### src/rtl/serial_rtc_slave.sv
module serial_rtc_slave #(
  parameter int          RAM_WORDS   = 32,
  parameter int          TIME_FIELDS = 6,
  parameter logic [7:0]  STATUS_INIT = 8'h90,
  parameter logic [7:0]  RD_TIME     = 8'h20,
  parameter logic [7:0]  RD_STATUS   = 8'h30,
  parameter logic [7:0]  RD_CONTROL  = 8'h31,
  parameter logic [7:0]  WR_RAM      = 8'h80,
  parameter logic [7:0]  WR_CONTROL  = 8'hB1,
  parameter int          ACK_BIT     = 2
) (
  input  logic                    clk,
  input  logic                    rst_n,
  input  logic                    sclk_in,
  input  logic                    sdata_in,
  input  logic                    abort,
  input  logic [8*TIME_FIELDS-1:0] time_bcd,
  output logic                    sdata_out,
  output logic                    irq_clear
);
  localparam int AW = $clog2(RAM_WORDS);
  localparam logic [7:0] ACK_FLAGS = 8'h18;

  logic       sclk_q;
  logic [3:0] phase;
  logic [7:0] cmd;
  logic [6:0] val;
  logic [7:0] status, control;
  logic [7:0] ram [RAM_WORDS];
  logic [7:0] tfield, rd_byte, nv;

  wire fall    = sclk_q & ~sclk_in;
  wire is_rram = cmd < 8'(RAM_WORDS);
  wire is_time = (cmd >= RD_TIME) && (cmd < RD_TIME + 8'(TIME_FIELDS));
  wire is_wram = (cmd >= WR_RAM) && (cmd < WR_RAM + 8'(RAM_WORDS));
  wire [7:0] tidx = cmd - RD_TIME;
  wire [7:0] widx = cmd - WR_RAM;

  assign nv = {val, sdata_in};

  always_comb begin
    tfield = '0;
    for (int i = 0; i < TIME_FIELDS; i++)
      if (tidx == 8'(i)) tfield = time_bcd[8*i +: 8];
  end

  always_comb begin
    rd_byte = '0;
    if (is_rram)                rd_byte = ram[cmd[AW-1:0]];
    else if (is_time)           rd_byte = tfield;
    else if (cmd == RD_STATUS)  rd_byte = status;
    else if (cmd == RD_CONTROL) rd_byte = control;
  end

  always_ff @(posedge clk) begin
    if (!rst_n) begin
      sclk_q    <= 1'b0;
      phase     <= '0;
      cmd       <= '0;
      val       <= '0;
      sdata_out <= 1'b0;
      status    <= STATUS_INIT;
      control   <= '0;
      irq_clear <= 1'b0;
      for (int i = 0; i < RAM_WORDS; i++) ram[i] <= '0;
    end else begin
      sclk_q    <= sclk_in;
      irq_clear <= 1'b0;
      if (abort) begin
        phase <= '0;
      end else if (fall) begin
        phase <= phase + 4'd1;
        if (!phase[3]) begin
          cmd       <= {cmd[6:0], sdata_in};
          sdata_out <= 1'b0;
        end else begin
          val       <= nv[6:0];
          sdata_out <= rd_byte[~phase[2:0]];
          if (phase == 4'd15) begin
            if (is_wram) ram[widx[AW-1:0]] <= nv;
            if (cmd == WR_CONTROL) begin
              control <= nv;
              if (nv[ACK_BIT]) begin
                status    <= status & ~ACK_FLAGS;
                irq_clear <= 1'b1;
              end
            end
          end
        end
      end
    end
  end


  abort_rewind_chk: assert property (@(posedge clk) disable iff (!rst_n)
    abort |=> phase == 4'd0);


  no_edge_hold_chk: assert property (@(posedge clk) disable iff (!rst_n)
    !fall |=> $stable(sdata_out) && $stable(cmd));


  ack_pulse_chk: assert property (@(posedge clk) disable iff (!rst_n)
    irq_clear |-> cmd == WR_CONTROL && phase == 4'd0 && (status & ACK_FLAGS) == 8'h00);


  ack_single_chk: assert property (@(posedge clk) disable iff (!rst_n)
    irq_clear |=> !irq_clear);


  status_fixed_chk: assert property (@(posedge clk) disable iff (!rst_n)
    $stable(status[7:5]) && $stable(status[2:0]));


  time_gap_chk: assert property (@(posedge clk) disable iff (!rst_n)
    (phase >= 4'd9 && cmd >= RD_TIME + 8'(TIME_FIELDS) && cmd < RD_STATUS) |-> !sdata_out);
endmodule

### config.mk
export PLATFORM = sky130hd
export DESIGN_NAME = serial_rtc_slave
export DESIGN_NICKNAME = d
export VERILOG_FILES = /design/src/rtl/serial_rtc_slave.sv
export SDC_FILE = /design/constraint.sdc
export NUM_CORES = 1
export LEC_CHECK = 0
export BUFFER_PORTS_ARGS = -buffer_cell sky130_fd_sc_hd__buf_2
export CORE_UTILIZATION = 56
export CTS_CLUSTER_SIZE = 10
export DETAILED_ROUTE_END_ITERATION = 8
export GPL_ROUTABILITY_DRIVEN = 1
export GPL_TIMING_DRIVEN = 0
export PLACE_DENSITY = 0.76
export SLEW_MARGIN = 25
export SYNTH_ARGS = -nofsm -noshare
export SYNTH_HDL_FRONTEND = slang
export SYNTH_SLANG_ARGS = --single-unit
### constraint.sdc
create_clock -name clk -period 2.83 [get_ports clk]
set_input_delay 0.283 -clock clk [delete_from_list [all_inputs] [get_ports clk]]
set_output_delay 0.283 -clock clk [all_outputs]
set_load 0.01 [all_outputs]
==> impl_metrics.ini, run 1 <==
[power]
powerDensity_mw_per_mm2 = 559
p_clk_share_pct = 42.3
ir_drop_uv = 375
power.internal_mw = 7.28
p_switching_mw = 1.98
p_seq_share_pct = 53.1
power_frac_comb_pct = 4.6
p_sw_share_pct = 21.3
power_leakage_nw = 5.64

[detailed_routing]
drt_iter0_markers = 1184
ant_nets = 0
dr.pass1.iters = 5
met1_length_um = 16200
num_vias = 9566
met2_length_um = 19700
wl_met3_um = 4260
drc = 0
wl_per_cell_um = 27.9
drt-total-wl_um = 41800
vias_per_cell = 6.39
highest_layer = met5

[synthesis]
synthTopCellsByCount = 257 x and2_1, 256 x edfxtp_1, 69 x mux4_2
yosys_most_used_dff = edfxtp_1
synth.most_common_cell = and2_1
synthTopCellsByArea = edfxtp_1 53%, and2_1 11%, mux4_2 11%, dfxtp_1 5.0%, mux2i_1 1.6%
syn_area_mm2 = 0.0144
synth_cells = 1042
synth_top_cell_area_share_pct = 53.5
synth-edff-count = 256
syn_area_per_cell_um2 = 13.8
synth-seq-cells = 292
synth_seq_area_share_pct = 58.5
synth_cell_types = 69
async_flop_share_pct = 0
yosysTopAreaCell = edfxtp_1
synth-warning-count = 0
synth_fp_nets = 1099

[die]
num_rows = 58
io_pins = 55
die_w_um = 162
die_area_mm2 = 0.0263
initial_core_util_pct = 57.1
core_mm2 = 0.0252
dieHeight_um = 162

[sta]
setup_tns_ps = 0
skew_ps = 18.6
hold_viol = 0
period_share_pct = 100
tightestPinTransition_ps = 1250
whs_ps = 31.3
finalMaxSlewViolations = 0
post-route-min-period_ps = 2830
slew-limit-headroom_pct = 16.5
rsz0062_at_grt = yes
max_freq_ghz = 0.353
setup_viol = 0

[clock_network]
cts.sinks = 292
clock_latency_ps = 510
ctsRootBufferMaster = clkbuf_16
cts_tree = built
clock_path_buffers = 3
htree_levels = 2
cts_buffers = 35
cts.clk_slew.worst_paths_ps = 50

[grt]
grt_max_degree = 12
grt_antenna_before_repair = 1
grt_pass1_vias = 9295
grt-ovfl-total = 0
grt_pass1_wl_um = 60400
grt.total_usage_pct = 32.6

[critical_path]
crit_path_frequent_cell = nand3_1
end_kind = flop
arrival_ps = 3200
path_class = flop to flop
cp.required_ps = 3200
r2r_slack_ps = 0.6
path_buf_inv = 4
crit_chain = buf_4 > buf_6 > buf_6 > buf_4 > mux4_2 > nand3_1 > o21ai_0 > nand3_1 > nand3_1 > o221ai_1 > o211ai_1
startpoint_type = flop
worst_path_max_delay_cell = mux4_2
slowest_delay_ps = 360
crit_family = buffers and inverters
critPathMaxFanout = 10

[cells_and_area]
post_route_cells_drive_above_1_share_pct = 26.5
num_antenna_cells = 0
syn2layout_area_growth_pct = 15.3
nets = 1210

[outcome]
outcome = completed

[place]
dp_hpwl_um = 28600
portBuffers = 54
gp_congestion = 0.959

[flow_run]
cap_violations = 0

[min_path]
hold_path_class = input pin to flop
## routing by layer
layer,track usage (%),vias to the layer above
li1,-,4084
met4,14.0,2
met5,0,-
met1,44.8,4790
met2,51.1,579
met3,6.31,111
## kinds of logic after synthesis
family,Yosys count,share of synthesized area (%)
and+or+nand+nor,441,19.5
buffers and inverters,89,2.86
muxes,105,13.4
adders and majority gates,4,0.348
AOI/OAI and AO/OA,107,5.15
DFF,292,58.5
xor gates and xnor gates,4,0.244
## layout by cell type (no fill, tap or decap), types with 8 or more instances in the layout
| master | count |
|---|---|
| nand2b_1 | 10 |
| mux2i_1 | 20 |
| nand2b_4 | 10 |
| a21boi_0 | 15 |
| nand3_1 | 11 |
| a21oi_1 | 13 |
| mux4_2 | 69 |
| clkbuf_16 | 35 |
| nor2_4 | 12 |
| and2_1 | 257 |
| nor3_4 | 14 |
| edfxtp_1 | 256 |
| nor2b_1 | 12 |
| nand2_1 | 47 |
| nor3_1 | 8 |
| nor2_1 | 19 |
| clkbuf_1 | 52 |
| mux2_2 | 13 |
| buf_6 | 11 |
| o21ai_4 | 13 |
| buf_4 | 28 |
| dfxtp_1 | 34 |
| buf_2 | 66 |
## power groups by stage
stage          Sequential, mW  Combinational, mW  Clock (mW)
2_1_floorplan            4.97              0.228           0
3_3_place_gp             5.00              0.379           0
3_5_place_dp             5.01              0.386           0
4_1_cts                  4.92              0.409        3.91
5_1_grt                  4.93              0.444        4.07
6_report                 4.92              0.427        3.92
## state kept, by name, indices dropped and copies added (netlist names), named ones only
| register | flops |
|---|---|
| status | 1 |
| sclk_q | 1 |
| phase | 4 |
| sdata_out | 1 |
| val | 7 |
| cmd | 8 |
| control | 8 |
| irq_clear | 1 |
| ram | 256 |
## path summary, 6_finish.rpt
check,cells after the start,startpoint,to
min,2,sclk_in,sclk_q$_SDFF_PN0_
max reg2reg,11,flop,sdata_out$_SDFFE_PN0P_
min reg2reg,2,status[4]$_SDFFE_PN1P_,status[4]$_SDFFE_PN1P_
max,11,flop,sdata_out$_SDFFE_PN0P_
## stage by stage
step                setup slack (ps)  std cells  power [mW]  instance area [µm²]  utilization, %
finish                         0.586       1496        9.26                16600            65.8
floorplan                      -23.5       1042        5.20                14400               -
global placement                -797       1426        5.38                15100            59.8
detailed placement              -739       1427        5.39                15100            59.8
CTS                             -175       1475        9.23                16300            64.7
global route                   -25.6       1496        9.45                16600            65.8
## final cells by class
cell class / instances / area, µm²
well taps: 330 / 413
repair buffers: 77 / 443
clock inverters: 3 / 17.5
multi-input cells: 661 / 5870
clock buffers: 47 / 921
plain buffers: 79 / 465
inverters: 7 / 26.3
fillers: 1797 / 8610
flip-flops and latches: 292 / 8410
## what timing repair did
item	CTS	global route
pin swaps	1	10
hold buffers	0	0
setup buffers	1	21
resized for setup	76	30
endpoints found under the setup margin	257	177
Power figures use the tool's default switching activity.
==> run 2: changes to the inputs <==
--- a/config.mk
+++ b/config.mk
@@ -12,7 +12,6 @@
 export GPL_ROUTABILITY_DRIVEN = 1
 export GPL_TIMING_DRIVEN = 0
 export PLACE_DENSITY = 0.76
-export SLEW_MARGIN = 25
 export SYNTH_ARGS = -nofsm -noshare
 export SYNTH_HDL_FRONTEND = slang
 export SYNTH_SLANG_ARGS = --single-unit
==> constraint.sdc (replaced) <==
create_clock -name clk -period 2.83 [get_ports clk]
set_input_delay 0.7075 -clock clk [delete_from_list [all_inputs] [get_ports clk]]
set_output_delay 0.7075 -clock clk [all_outputs]
set_load 0.01 [all_outputs]
==> run 2 against run 1 <==
The run now ends with negative setup slack left. Global-route usage decreased by 0.35 points. Sequential cell count did not move. Clock power is 1% lower. Design area shrank 0.35%. Register-to-register slack lost 97 ps. Sequential share of layout area is 0.19 points higher. Die area unchanged.
==> impl_metrics.ini, run 2 (synthesis results as in run 1) <==
[sta]
setup_viol = 1
period_share_pct = 103
rsz0062_at_grt = yes
finalMaxSlewViolations = 0
max_freq_ghz = 0.342
hold_viol = 0
tightestPinTransition_ps = 1390
whs_ps = 465
final.setup.worst_slack_ps = -96.0
post-route-min-period_ps = 2930
skew_ps = 11.1
slew-limit-headroom_pct = 7.19

[power]
powerDensity_mw_per_mm2 = 558
ir_drop_uv = 459
power_leakage_nw = 5.59
p_sw_share_pct = 21.0
p_switching_mw = 1.94
p_total_mw = 9.21
power.internal_mw = 7.28
p_clk_share_pct = 42.1
p_seq_share_pct = 53.4
power_frac_comb_pct = 4.6

[detailed_routing]
drt-total-wl_um = 40800
drt_iter0_markers = 1009
wl_per_cell_um = 27.4
drc = 0
dr.pass1.iters = 6
ant_nets = 0
vias_per_cell = 6.33
num_vias = 9425

[critical_path]
worst_path_max_delay_cell = a2111oi_0
arrival_ps = 3330
critPathMaxFanout = 10
slowest_delay_ps = 780
path_class = flop to flop
crit_chain = clkbuf_1 > nand2b_1 > clkbuf_1 > nor2_1 > a2111oi_0 > o221ai_1 > o211ai_1
startpoint_type = flop
cp.required_ps = 3240
r2r_start = cmd[3]$_SDFFE_PN0P_
crit_path_frequent_cell = clkbuf_1
cp-startpoint = cmd[3]$_SDFFE_PN0P_
end_kind = flop

[place]
dp_hpwl_um = 28600
post-place-ws_ps = -1140
gp_congestion = 0.945
dpl_cell_area_mm2 = 0.0152
portBuffers = 54

[cells_and_area]
largest_reg_flops = 256
fin_area_mm2 = 0.0165
num_antenna_cells = 0
reg_top3 = ram (256), cmd (8), control (8)
layout_common_cells = 257 x and2_1, 256 x edfxtp_1, 69 x mux4_2
nets = 1203
syn2layout_area_growth_pct = 14.9
final_common_cell = and2_1
fillCellCount = 1766
max_flop_register = ram
utilization_pct = 65.6
post_route_cells_drive_above_1_share_pct = 26.4

[clock_network]
clock_latency_ps = 510
ctsHoldBuffers = 0
cts.clk_slew.worst_paths_ps = 50
cts.sinks = 292
cts_buffers = 35
cts_tree = built
clock_path_buffers = 3
ctsRootBufferMaster = clkbuf_16
htree_levels = 2

[die]
core_mm2 = 0.0252
io_pins = 55
num_rows = 58
die_area_mm2 = 0.0263
dieHeight_um = 162
initial_core_util_pct = 57.1
die_w_um = 162

[flow_run]
cap_violations = 0

[outcome]
violations = negative setup slack
outcome = finished with violations

[grt]
grt_pass1_wl_um = 59700
grt_pass1_vias = 9179
grt_max_degree = 12
grt.total_usage_pct = 32.3
grt_antenna_before_repair = 0
grt-ovfl-total = 0

[min_path]
hold_path_class = input pin to flop
min-delay-start = sclk_in
## run 2: final timing paths
path | end | slack, ps | cells past startpoint
worst max-delay path | sdata_out$_SDFFE_PN0P_ | -100 | 7
worst min-delay path | sclk_q$_SDFF_PN0_ | 470 | 2
worst max register to register | sdata_out$_SDFFE_PN0P_ | -100 | 7
worst min register to register | status[4]$_SDFFE_PN1P_ | 470 | 2
## run 2: layout make-up
class	count	area [µm²]	area share, %
inverter	7	26.3	0.159
clock buffer	46	917	5.55
timing repair buffer	70	390	2.36
sequential	292	8410	50.9
multi-input combinational	661	5880	35.6
buffer	79	455	2.76
tap	330	413	2.50
clock inverter	3	18.8	0.114
## run 2: through the flow
step	instances	TNS, ps
after floorplan	1042	-5180
after global placement	1426	-213480
after detailed placement	1426	-244630
after CTS	1474	-25.6
after global routing	1488	-362
final	1488	-96.0
## run 2: power groups by stage
stage               Clock [mW]  Sequential (mW)  Combinational, mW
CTS                       3.88             4.92              0.414
finish                    3.87             4.92              0.420
detailed placement           0             5.01              0.403
floorplan                    0             4.97              0.247
global placement             0             4.99              0.398
global route              4.03             4.94              0.441
## run 2: per-layer routing
| layer | vias up | share of wire (%) | global-route usage, % |
|---|---|---|---|
| li1 | 4066 | - | - |
| met3 | 91 | 10 | 7.87 |
| met1 | 4742 | 39 | 43.2 |
| met5 | - | 0 | 0 |
| met2 | 526 | 47 | 51.2 |
| met4 | 0 | 3.8 | 12.3 |
## run 2: critical path: cells and delay by family (launching register included)
kind,cells,cell delay (ps)
compound gates,3,1260
buf+inv,2,960
flops,1,320
simple gates,2,290
## run 2: timing repair
action                                  4_1_cts  5_1_grt
buffers inserted                              2       14
resized for setup                            50       15
endpoints found under the setup margin      179      121
pin swaps                                     2        7
